==> src/rtl/dds_spi_pkg.sv <==
// Shared definitions for the synthesizer register framer.
// Assumes: instruction phase is always one byte wide.
package dds_spi_pkg;
    localparam int INSTR_BITS = 8;

    typedef enum logic [2:0] {
        ST_IDLE,   // no device selected, waiting for a request
        ST_LOW,    // SCLK low half, MOSI settled
        ST_HIGH,   // SCLK high half, MISO already sampled
        ST_TAIL,   // final low half, select still held
        ST_GAP     // select released, one full SCLK period
    } fr_state_e;
endpackage

==> src/rtl/dds_spi_half_timer.sv <==
// Half-period timer: while run is high, raises tick once every HALF_CYCLES
// clocks. The count restarts from zero whenever run is low.
// Assumes: HALF_CYCLES >= 2.
module dds_spi_half_timer #(
    parameter int HALF_CYCLES = 4
) (
    input  logic clk,
    input  logic rst_n,
    input  logic run,
    output logic tick
);
    localparam int CW = (HALF_CYCLES > 2) ? $clog2(HALF_CYCLES) : 1;

    logic [CW-1:0] cnt;

    assign tick = run && (cnt == CW'(HALF_CYCLES - 1));

    // Count clocks within the current half-period.
    always_ff @(posedge clk) begin
        if (!rst_n || !run) begin
            cnt <= '0;
        end else if (tick) begin
            cnt <= '0;
        end else begin
            cnt <= cnt + 1'b1;
        end
    end

    generate
        if (HALF_CYCLES > 1) begin : g_tick_chk
            // Two adjacent ticks would shorten an SCLK half.
            assert_tick_spacing_R8: assert property (@(posedge clk) disable iff (!rst_n)
                tick |=> !tick);
        end
    endgenerate
endmodule

==> src/rtl/dds_spi_shifter.sv <==
// Frame shift engine: holds the outgoing frame left-aligned, counts the bits
// that remain and collects the incoming serial bits.
// Assumes: load, shift and sample are never high in the same clock.
module dds_spi_shifter #(
    parameter int DATA_W  = 32,
    parameter int FRAME_W = 72,
    parameter int LEN_W   = 7
) (
    input  logic               clk,
    input  logic               rst_n,
    input  logic               load,
    input  logic [FRAME_W-1:0] load_frame,
    input  logic [LEN_W-1:0]   load_len,
    input  logic               shift,
    input  logic               sample,
    input  logic               miso,
    output logic               mosi,
    output logic               last,
    output logic [DATA_W-1:0]  rx_word
);
    logic [FRAME_W-1:0] tx_q;
    logic [LEN_W-1:0]   rem_q;

    assign mosi = tx_q[FRAME_W-1];
    assign last = (rem_q == LEN_W'(1));

    // Outgoing frame: load on accept, advance one bit per falling edge.
    always_ff @(posedge clk) begin
        if (!rst_n) begin
            tx_q <= '0;
        end else if (load) begin
            tx_q <= load_frame;
        end else if (shift) begin
            tx_q <= {tx_q[FRAME_W-2:0], 1'b0};
        end
    end

    // Remaining bit count of the current frame.
    always_ff @(posedge clk) begin
        if (!rst_n) begin
            rem_q <= '0;
        end else if (load) begin
            rem_q <= load_len;
        end else if (shift) begin
            rem_q <= rem_q - 1'b1;
        end
    end

    // Incoming bits, first sampled bit ends up in the MSB.
    always_ff @(posedge clk) begin
        if (!rst_n) begin
            rx_word <= '0;
        end else if (sample) begin
            rx_word <= {rx_word[DATA_W-2:0], miso};
        end
    end

    // The frame may never advance past its final bit.
    assert_no_overrun_R3: assert property (@(posedge clk) disable iff (!rst_n)
        shift |-> (rem_q > LEN_W'(1)));
endmodule

==> src/rtl/dds_spi_framer.sv <==
// Register access framer for a serially programmed synthesizer.
// Sends instruction byte plus data phase in SPI mode 0 under one encoded
// chip-select value, returns the read word with a one-clock done pulse.
// Assumes: HALF_CYCLES >= 2; CS_SEL is nonzero; reads are 32-bit only.
module dds_spi_framer
    import dds_spi_pkg::*;
#(
    parameter int         HALF_CYCLES = 4,
    parameter logic [2:0] CS_SEL      = 3'd4,
    parameter int         DATA_W      = 32
) (
    input  logic                clk,
    input  logic                rst_n,
    input  logic                req_valid,
    input  logic                req_read,
    input  logic                req_wide,
    input  logic [6:0]          req_addr,
    input  logic [2*DATA_W-1:0] req_wdata,
    output logic                busy,
    output logic                done,
    output logic [DATA_W-1:0]   rdata,
    output logic                spi_sclk,
    output logic                spi_mosi,
    input  logic                spi_miso,
    output logic [2:0]          spi_cs
);
    localparam int FRAME_W = INSTR_BITS + 2 * DATA_W;
    localparam int SHORT_W = INSTR_BITS + DATA_W;
    localparam int LEN_W   = $clog2(FRAME_W + 1);

    fr_state_e          state_q;
    logic               sclk_q;
    logic [2:0]         cs_q;
    logic               gap_half_q;
    logic               done_q;
    logic               rd_q;
    logic [DATA_W-1:0]  rdata_q;
    logic               tick;
    logic               accept;
    logic               last;
    logic [DATA_W-1:0]  rx_word;
    logic [FRAME_W-1:0] ld_frame;
    logic [LEN_W-1:0]   ld_len;
    logic [7:0]         instr;

    assign accept   = req_valid && (state_q == ST_IDLE);
    assign busy     = (state_q != ST_IDLE);
    assign done     = done_q;
    assign rdata    = rdata_q;
    assign spi_sclk = sclk_q;
    assign spi_cs   = cs_q;

    // Build the left-aligned frame and its length from the request.
    always_comb begin
        instr = {req_read, req_addr};
        if (req_read) begin
            ld_frame = {instr, {(2*DATA_W){1'b0}}};
            ld_len   = LEN_W'(SHORT_W);
        end else if (req_wide) begin
            ld_frame = {instr, req_wdata};
            ld_len   = LEN_W'(FRAME_W);
        end else begin
            ld_frame = {instr, req_wdata[DATA_W-1:0], {DATA_W{1'b0}}};
            ld_len   = LEN_W'(SHORT_W);
        end
    end

    dds_spi_half_timer #(
        .HALF_CYCLES(HALF_CYCLES)
    ) u_timer (
        .clk  (clk),
        .rst_n(rst_n),
        .run  (state_q != ST_IDLE),
        .tick (tick)
    );

    dds_spi_shifter #(
        .DATA_W (DATA_W),
        .FRAME_W(FRAME_W),
        .LEN_W  (LEN_W)
    ) u_shift (
        .clk       (clk),
        .rst_n     (rst_n),
        .load      (accept),
        .load_frame(ld_frame),
        .load_len  (ld_len),
        .shift     ((state_q == ST_HIGH) && tick && !last),
        .sample    ((state_q == ST_LOW) && tick),
        .miso      (spi_miso),
        .mosi      (spi_mosi),
        .last      (last),
        .rx_word   (rx_word)
    );

    // Transfer sequencer: select, clock edges, deselect gap and completion.
    always_ff @(posedge clk) begin
        if (!rst_n) begin
            state_q    <= ST_IDLE;
            sclk_q     <= 1'b0;
            cs_q       <= 3'd0;
            gap_half_q <= 1'b0;
            done_q     <= 1'b0;
            rd_q       <= 1'b0;
            rdata_q    <= '0;
        end else begin
            done_q <= 1'b0;
            unique case (state_q)
                ST_IDLE: begin
                    if (accept) begin
                        state_q <= ST_LOW;
                        cs_q    <= CS_SEL;
                        rd_q    <= req_read;
                    end
                end
                ST_LOW: begin
                    if (tick) begin
                        state_q <= ST_HIGH;
                        sclk_q  <= 1'b1;
                    end
                end
                ST_HIGH: begin
                    if (tick) begin
                        sclk_q  <= 1'b0;
                        state_q <= last ? ST_TAIL : ST_LOW;
                    end
                end
                ST_TAIL: begin
                    if (tick) begin
                        cs_q       <= 3'd0;
                        gap_half_q <= 1'b0;
                        state_q    <= ST_GAP;
                    end
                end
                ST_GAP: begin
                    if (tick) begin
                        if (gap_half_q) begin
                            state_q <= ST_IDLE;
                            done_q  <= 1'b1;
                            if (rd_q) begin
                                rdata_q <= rx_word;
                            end
                        end else begin
                            gap_half_q <= 1'b1;
                        end
                    end
                end
                default: state_q <= ST_IDLE;
            endcase
        end
    end

    // Completion is a single clock.
    assert_done_pulse_R10: assert property (@(posedge clk) disable iff (!rst_n)
        done |=> !done);

    // Completion comes only after the select has been released and busy fell.
    assert_done_deselected_R8: assert property (@(posedge clk) disable iff (!rst_n)
        done |-> ((spi_cs == 3'd0) && !busy));

    // Serial clock idles low outside a selected frame.
    assert_sclk_idle_R7: assert property (@(posedge clk) disable iff (!rst_n)
        (spi_cs == 3'd0) |-> !spi_sclk);

    // Output data holds through every high SCLK half.
    assert_mosi_stable_R7: assert property (@(posedge clk) disable iff (!rst_n)
        (spi_sclk && $past(spi_sclk)) |-> $stable(spi_mosi));

    // A transfer starts only from a presented request.
    assert_start_on_req_R9: assert property (@(posedge clk) disable iff (!rst_n)
        $rose(busy) |-> $past(req_valid));
endmodule

==> config.mk <==
export PLATFORM = sky130hd
export DESIGN_NAME = dds_spi_framer
export DESIGN_NICKNAME = d
export VERILOG_FILES = /design/src/rtl/dds_spi_pkg.sv /design/src/rtl/dds_spi_half_timer.sv /design/src/rtl/dds_spi_shifter.sv /design/src/rtl/dds_spi_framer.sv
export SDC_FILE = /design/constraint.sdc
export NUM_CORES = 1
export LEC_CHECK = 0
export ABC_AREA = 0
export BUFFER_PORTS_ARGS = -buffer_cell sky130_fd_sc_hd__buf_2
export CAP_MARGIN = 20
export CORE_MARGIN = 4
export CORE_UTILIZATION = 45
export DETAILED_ROUTE_END_ITERATION = 12
export PLACE_DENSITY = 0.78
export REMOVE_ABC_BUFFERS = 1
export SYNTH_ARGS = -nofsm -noshare
export SYNTH_HDL_FRONTEND = slang
export SYNTH_SLANG_ARGS = --single-unit
==> constraint.sdc <==
create_clock -name clk -period 1.93 [get_ports clk]
set_input_delay 0.193 -clock clk [delete_from_list [all_inputs] [get_ports clk]]
set_output_delay 0.193 -clock clk [all_outputs]
set_load 0.01 [all_outputs]
==> flow_metrics.env, run 1 <==
export IMPL_tightest_slew_ns=0.591
export IMPL_grt_max_degree=70
export IMPL_setup_violations_final=0
export IMPL_path_delay_family="compound AO/OA/AOI/OAI gates"
export IMPL_die_w_um=128
export IMPL_drv_slew=0
export IMPL_whs_ns=0.0236
export IMPL_leakagePower_uw=0.00315
export IMPL_cts_buffers_inserted=17
export IMPL_relSlewSlack_pct=60.6
export IMPL_dpl_instance_area_mm2=0.00725
export IMPL_dpl_cell_count=1040
export IMPL_cp_buffers_inverters=2
export IMPL_synth_most_common_cell="dfxtp_1"
export IMPL_yosys_warnings=0
export IMPL_first_pass_iters=5
export IMPL_path_clk_slew_ns=0.06
export IMPL_min_path_type="in -> reg"
export IMPL_hold_buffers=0
export IMPL_ys_ff_latch=153
export IMPL_drc=0
export IMPL_syn2layout_area_growth_pct=23.2
export IMPL_core_mm2=0.0140
export IMPL_clock_path_buffers=2
export IMPL_hpwl_um=9600
export IMPL_io_pins=116
export IMPL_clock_skew_ns=0.00926
export IMPL_arrival_ns=2.12
export IMPL_drv_cap=0
export IMPL_cts_sinks=153
export IMPL_pwr_density_cell_mw_per_mm2=947
export IMPL_vias=5979
export IMPL_syn_instance_count=792
export IMPL_antenna_left=0
export IMPL_synth_area_top_cells="dfxtp_1 (47%), a21oi_1 (11%), nand2_1 (8.8%)"
export IMPL_synth_common_cells="dfxtp_1 (153), nand2_1 (151), a21oi_1 (137)"
export IMPL_yosys_area_share_adder_pct=0.580
export IMPL_crit_path_cell_trace="inv_1, ha_1, nor4b_4, a311o_1, buf_4, a221oi_1, nor2_1"
export IMPL_drive_gt1_share_pct=21.3
export IMPL_fin_setup_tns_ns=0
export IMPL_yosysTopAreaCellShare_pct=47.3
export IMPL_antenna_found_initial=2
export IMPL_grt_overflow=0
export IMPL_dieHeight_um=128
export IMPL_synth_area_mm2=0.00647
export IMPL_hold_viol_final=0
export IMPL_crit_fanout=19
export IMPL_critPathSlowestCell="a311o_1"
export IMPL_die_area_mm2=0.0164
export IMPL_port_buffers=113
export IMPL_fill_cells=1261
export IMPL_antenna_cells=0
export IMPL_grt_pass1_vias=5411
export IMPL_instances_no_fill=1077
export IMPL_yosys_area_share_simple_pct=17.5
export IMPL_cts_tree="done"
export IMPL_synth_yosys_seq_area_share_pct=47.3
export IMPL_path_class="reg -> reg"
export IMPL_stdcell_area_mm2=0.00798
export IMPL_ir_drop_uv=677
export IMPL_ys_types=45
export IMPL_finalCriticalPeriod_ns=1.83
export IMPL_required_ns=2.23
export IMPL_clock_latency_ns=0.42
export IMPL_dp_slack_ns=-0.000964
export IMPL_critPathMaxStageDelay_ns=0.42
export IMPL_synth_compound_area_share_pct=23.2
export IMPL_outcome="finished clean"
export IMPL_synth_edf_count=0
export IMPL_worstSetupStartpointType="flip-flop"
export IMPL_clock_fmax_mhz=548
export IMPL_drtIter0Drc=575
export IMPL_grt_total_usage_pct=18.9
export IMPL_gp_congestion=0.817
export IMPL_regToRegSetupSlack_ns=0.10
export IMPL_timing_final_ws_setup_ns=0.104
export IMPL_synth_top_family_by_area="compound AO/OA/AOI/OAI gates"
export IMPL_initial_core_util_pct=46.3
export IMPL_nets=964
export IMPL_synth_xor_area_share_pct=0.135
export IMPL_cts_root_buf="clkbuf_16"
export IMPL_synthMuxAreaShare_pct=5.26
export IMPL_grt_pass1_wl_um=25600
export IMPL_rsz0062_at_grt="yes"
export IMPL_async_flop_share_pct=0
export IMPL_synth_top_area_cell="dfxtp_1"
export IMPL_rows=43
export IMPL_timing_final_crit_share_pct=94.6
export IMPL_ys_flop_type="dfxtp_1"
export IMPL_htreeDepth=4
export IMPL_end_kind="flip-flop"
export IMPL_routedWlPerCell_um=14.6
export IMPL_wl_um=15700
export IMPL_syn_avg_cell_area_um2=8.17
export IMPL_viasPerCell=5.55
[registers in the layout, indices dropped and copies added, names as in the netlist]
| name | cells |
|---|---|
| u_timer.cnt | 2 |
| rdata | 32 |
| spi_sclk | 1 |
| gap_half_q | 1 |
| state_q | 3 |
| u_shift.tx_q | 72 |
| rd_q | 1 |
| u_shift.rem_q | 7 |
| done | 1 |
| u_shift.rx_word | 32 |
| spi_cs | 1 |
[where the power goes]
group	leakage (uW)	internal [uW]	total (uW)	switching (uW)
Combinational	0.00159	304	720	417
Clock	0.000307	2190	3470	1290
Sequential	0.00125	3290	3360	70.3
[cell type report]
cell class,instances,area (um2),area share [%]
repair buffers,147,991,12.4
flip-flops and latches,153,3060,38.4
clock buffers,19,443,5.55
inverters,5,18.8,0.235
clock inverters,13,175,2.20
well taps,180,225,2.82
multi-input cells,560,3060,38.4
[metal layers]
metal	track usage, %	share of wire, %	vias up
met3	5.46	6.4	20
met1	24.9	46	2819
li1	-	-	2960
met2	29.8	46	176
met4	6.37	1.5	4
met5	0	0.13	-
[timing repair]
| item | CTS | global route |
|---|---|---|
| gates resized for setup | 0 | 7 |
| buffers inserted | 1 | 2 |
| gates cloned | 1 | 1 |
| endpoints found under the setup margin | 11 | 20 |
| pin swaps | 1 | 2 |
[tightest hold or removal path: stages]
cell,delay [ns]
buf_2,0.10
nand2_1,0.05
a21oi_1,0.05
[through the flow]
stage / utilization [%] / total power [uW]
floorplan: - / 3790
global placement: 51.8 / 4080
detailed placement: 51.8 / 4090
CTS: 56.5 / 7570
global route: 57.0 / 7840
finish: 57.0 / 7560
[layout by cell type (no fill, tap or decap), types with 4 or more instances in the layout]
master     count
dfxtp_1      153
nand2_1      151
a21oi_1      137
buf_2        113
o21ai_0       69
nor2_1        48
mux2i_1       34
nor3_1        33
a221oi_1      30
buf_4         20
clkbuf_16     18
buf_12        10
a311oi_1       9
clkinv_2       6
nor2b_1        5
inv_1          4
bufinv_16      4
[kinds of logic (layout without fill, tap and decap cells)]
| group | count (synthesis) | after routing |
|---|---|---|
| flip-flops | 153 | 153 |
| AO/OA/AOI/OAI | 260 | 260 |
| XOR/XNOR | 1 | 1 |
| multiplexers | 34 | 34 |
| AND/OR/NAND/NOR | 260 | 260 |
| adder cells (fa/ha/maj) | 3 | 3 |
| other | 1 | 2 |
| buffers and inverters | 80 | 184 |
[path summary, 6_finish.rpt]
kind	cells after the start	to	start
setup / recovery	7	u_shift.tx_q[6]	u_shift.rem_q[1]
hold / removal	3	u_shift.rx_word[0]	spi_miso
setup reg to reg	7	u_shift.tx_q[6]	u_shift.rem_q[1]
hold reg to reg	1	u_timer.cnt[0]	u_timer.cnt[0]
No activity file was read; power rests on OpenSTA's default activity.
==> run 2, diff against run 1 <==
--- a/config.mk
+++ b/config.mk
@@ -8,11 +8,14 @@
 export ABC_AREA = 0
 export BUFFER_PORTS_ARGS = -buffer_cell sky130_fd_sc_hd__buf_2
 export CAP_MARGIN = 20
+export CORE_ASPECT_RATIO = 1.75
 export CORE_MARGIN = 4
 export CORE_UTILIZATION = 45
 export DETAILED_ROUTE_END_ITERATION = 12
-export PLACE_DENSITY = 0.78
+export HOLD_SLACK_MARGIN = 0.05
+export PLACE_DENSITY = 0.77
 export REMOVE_ABC_BUFFERS = 1
 export SYNTH_ARGS = -nofsm -noshare
 export SYNTH_HDL_FRONTEND = slang
+export SYNTH_HIERARCHICAL = 1
 export SYNTH_SLANG_ARGS = --single-unit
==> flow_metrics.env, run 2 <==
export IMPL_synth_common_cells="mux2i_1 (167), dfxtp_1 (153), nand2_1 (146)"
export IMPL_antenna_left=0
export IMPL_fill_cells=1369
export IMPL_outcome="complete, but fails checks"
export IMPL_yosys_warnings=6
export IMPL_fin_setup_tns_ns=-2.93
export IMPL_grt_busiest_layer="met2"
export IMPL_violations="negative setup slack"
export IMPL_arrival_ns=2.36
export IMPL_drv_cap=0
export IMPL_synth_most_common_cell="mux2i_1"
export IMPL_ir_drop_uv=508
export IMPL_synth_top_area_cell="dfxtp_1"
export IMPL_hold_viol_final=0
export IMPL_combPwrFrac_pct=10.2
export IMPL_clkPwrFrac_pct=43.8
export IMPL_grt_pass1_wl_um=25800
export IMPL_synth_edf_count=0
export IMPL_async_flop_share_pct=0
export IMPL_rows=61
export IMPL_dpl_instance_area_mm2=0.00830
export IMPL_yosysTopAreaCellShare_pct=41.7
export IMPL_setup_violations_final=70
export IMPL_worstSetupStartpointType="flip-flop"
export IMPL_syn_avg_cell_area_um2=9.49
export IMPL_drv_slew=0
export IMPL_syn2layout_area_growth_pct=26.9
export IMPL_reg2reg_from="u_shift/rem_q[5]"
export IMPL_clock_skew_ns=0.0111
export IMPL_min_path_type="in -> reg"
export IMPL_synth_yosys_seq_area_share_pct=41.7
export IMPL_cts_tree="done"
export IMPL_io_pins=116
export IMPL_grtUsageMet1_pct=18.8
export IMPL_viasPerCell=5.16
export IMPL_cts_sinks=153
export IMPL_regToRegSetupSlack_ns=-0.12
export IMPL_r2r_end="u_shift/tx_q[32]"
export IMPL_end_kind="flip-flop"
export IMPL_timing_final_ws_setup_ns=-0.121
export IMPL_drtIter0Drc=153
export IMPL_timing_final_crit_share_pct=106
export IMPL_drive_gt1_share_pct=25.1
export IMPL_clock_path_buffers=2
export IMPL_use_met2_pct=31.7
export IMPL_antenna_found_initial=0
export IMPL_whs_ns=0.0967
export IMPL_grt_overflow=0
export IMPL_cts_root_buf="clkbuf_16"
export IMPL_ys_ff_latch=153
export IMPL_syn_instance_count=774
export IMPL_antenna_cells=0
export IMPL_required_ns=2.24
export IMPL_cts_buffers_inserted=17
export IMPL_final_cell_mix="mux2i_1 (165), dfxtp_1 (148), nand2_1 (144), buf_2 (112), o211a_1 (74)"
export IMPL_path_clk_slew_ns=0.07
export IMPL_grtUsageMet3_pct=2.26
export IMPL_dieHeight_um=177
export IMPL_nets=990
export IMPL_routedWlPerCell_um=14.4
export IMPL_initial_core_util_pct=46.0
export IMPL_crit_fanout=5
export IMPL_rsz0062_at_grt="yes"
export IMPL_power_switching_uw=1840
export IMPL_vias=5739
export IMPL_grt_pass1_vias=5552
export IMPL_htreeDepth=4
export IMPL_synth_area_mm2=0.00734
export IMPL_final_common_cell="mux2i_1"
export IMPL_synth_area_top_cells="dfxtp_1 (42%), mux2i_1 (23%), o211a_1 (10%)"
export IMPL_first_pass_iters=4
export IMPL_ys_types=46
export IMPL_largest_reg_flops=72
export IMPL_drc=0
export IMPL_ys_flop_type="dfxtp_1"
export IMPL_pwr_density_cell_mw_per_mm2=784
export IMPL_grt_max_degree=88
export IMPL_hold_depth=3
export IMPL_finalCriticalPeriod_ns=2.05
export IMPL_clock_latency_ns=0.42
export IMPL_die_w_um=105
export IMPL_port_buffers=113
export IMPL_switching_share_pct=25.2
export IMPL_min_from="spi_miso"
export IMPL_core_mm2=0.0160
export IMPL_clock_fmax_mhz=487
export IMPL_min_to="u_shift/rx_word[0]"
export IMPL_dp_slack_ns=-0.229
export IMPL_die_area_mm2=0.0185
export IMPL_leakagePower_uw=0.00433
export IMPL_path_class="reg -> reg"
export IMPL_stdcell_area_mm2=0.00932
export IMPL_intPower_uw=5470
export IMPL_hpwl_um=10100
export IMPL_r2r_cells=8
export IMPL_fin_util_pct=58.4
export IMPL_seqPwrFrac_pct=46.0
export IMPL_grt_total_usage_pct=16.8
export IMPL_wl_um=16000
export IMPL_gp_congestion=0.762
export IMPL_largest_register="u_shift/tx_q"
[run 2: changes by cell type after synthesis, moves of 9 or more]
cell / change
a311oi_1: -9
nor2_1: -15
a21oi_1: -132
a221oi_1: -32
o211a_1: +73
and2_1: +31
nor2b_1: +30
mux2i_1: +133
nor3_1: -31
o21ai_0: -64
[run 2: how the worst max path moves through the flow]
stage / start / end / cells after the start
floorplan: state_q[0] / u_shift/rem_q[4] / 7
global placement: u_timer/cnt[0] / rdata[3] / 6
detailed placement: u_timer/cnt[0] / rdata[2] / 6
CTS: u_shift/rem_q[2] / u_shift/tx_q[43] / 9
global route: u_shift/rem_q[5] / u_shift/tx_q[32] / 8
finish: u_shift/rem_q[5] / u_shift/tx_q[32] / 8
[run 2: repair_timing]
item	CTS	global route
endpoints found under the hold margin	7	0
pin swaps	5	13
gates cloned	1	6
buffers inserted	12	5
gates resized for setup	17	17
setup endpoints to repair	109	81
hold buffers	7	0
[run 2: per-layer routing]
| metal | up-vias | wire [um] |
|---|---|---|
| li1 | 2937 | - |
| met1 | 2663 | 6610 |
| met2 | 110 | 8620 |
| met3 | 29 | 458 |
| met4 | 0 | 345 |
| met5 | - | 0 |
[run 2: metrics by stage]
step	total power [uW]	instances
6_report	7310	1112
5_1_grt	7630	1112
4_1_cts	7370	1104
3_5_place_dp	4140	1052
3_3_place_gp	4120	1052
2_1_floorplan	3820	710
[run 2: cell families after synthesis]
| family | Yosys count | share of synthesized area (%) |
|---|---|---|
| compound gates | 99 | 12.2 |
| xor+xnor | 3 | 0.358 |
| fa+ha+maj | 3 | 0.511 |
| buf+inv | 76 | 4.67 |
| flops | 153 | 41.7 |
| mux | 167 | 22.8 |
| other cells | 2 | 0.102 |
| simple gates | 271 | 17.7 |
[run 2: area by class of cell]
class | instances | area, um2 | share of cell area (%)
clock inverter | 13 | 136 | 1.46
tap | 189 | 236 | 2.54
timing repair buffer | 181 | 1370 | 14.7
sequential | 153 | 3070 | 32.9
multi-input combinational | 550 | 4050 | 43.4
clock buffer | 19 | 433 | 4.64
inverter | 7 | 28.8 | 0.309
[run 2: critical path, cell delays in order, from the launching register on]
cell and delay (ns):
dfxtp_2 0.32, or4_4 0.55, nor3b_4 0.26, nor3_4 0.11, buf_12 0.16, clkbuf_16 0.15
mux2i_1 0.15, nand2_1 0.09, o211a_1 0.15
[run 2: power groups by stage]
stage          combinational [uW]  clock, uW  sequential, uW
2_1_floorplan                 406          0            3420
6_report                      745       3200            3360
4_1_cts                       738       3270            3360
3_5_place_dp                  715          0            3430
5_1_grt                       836       3410            3380
3_3_place_gp                  700          0            3430
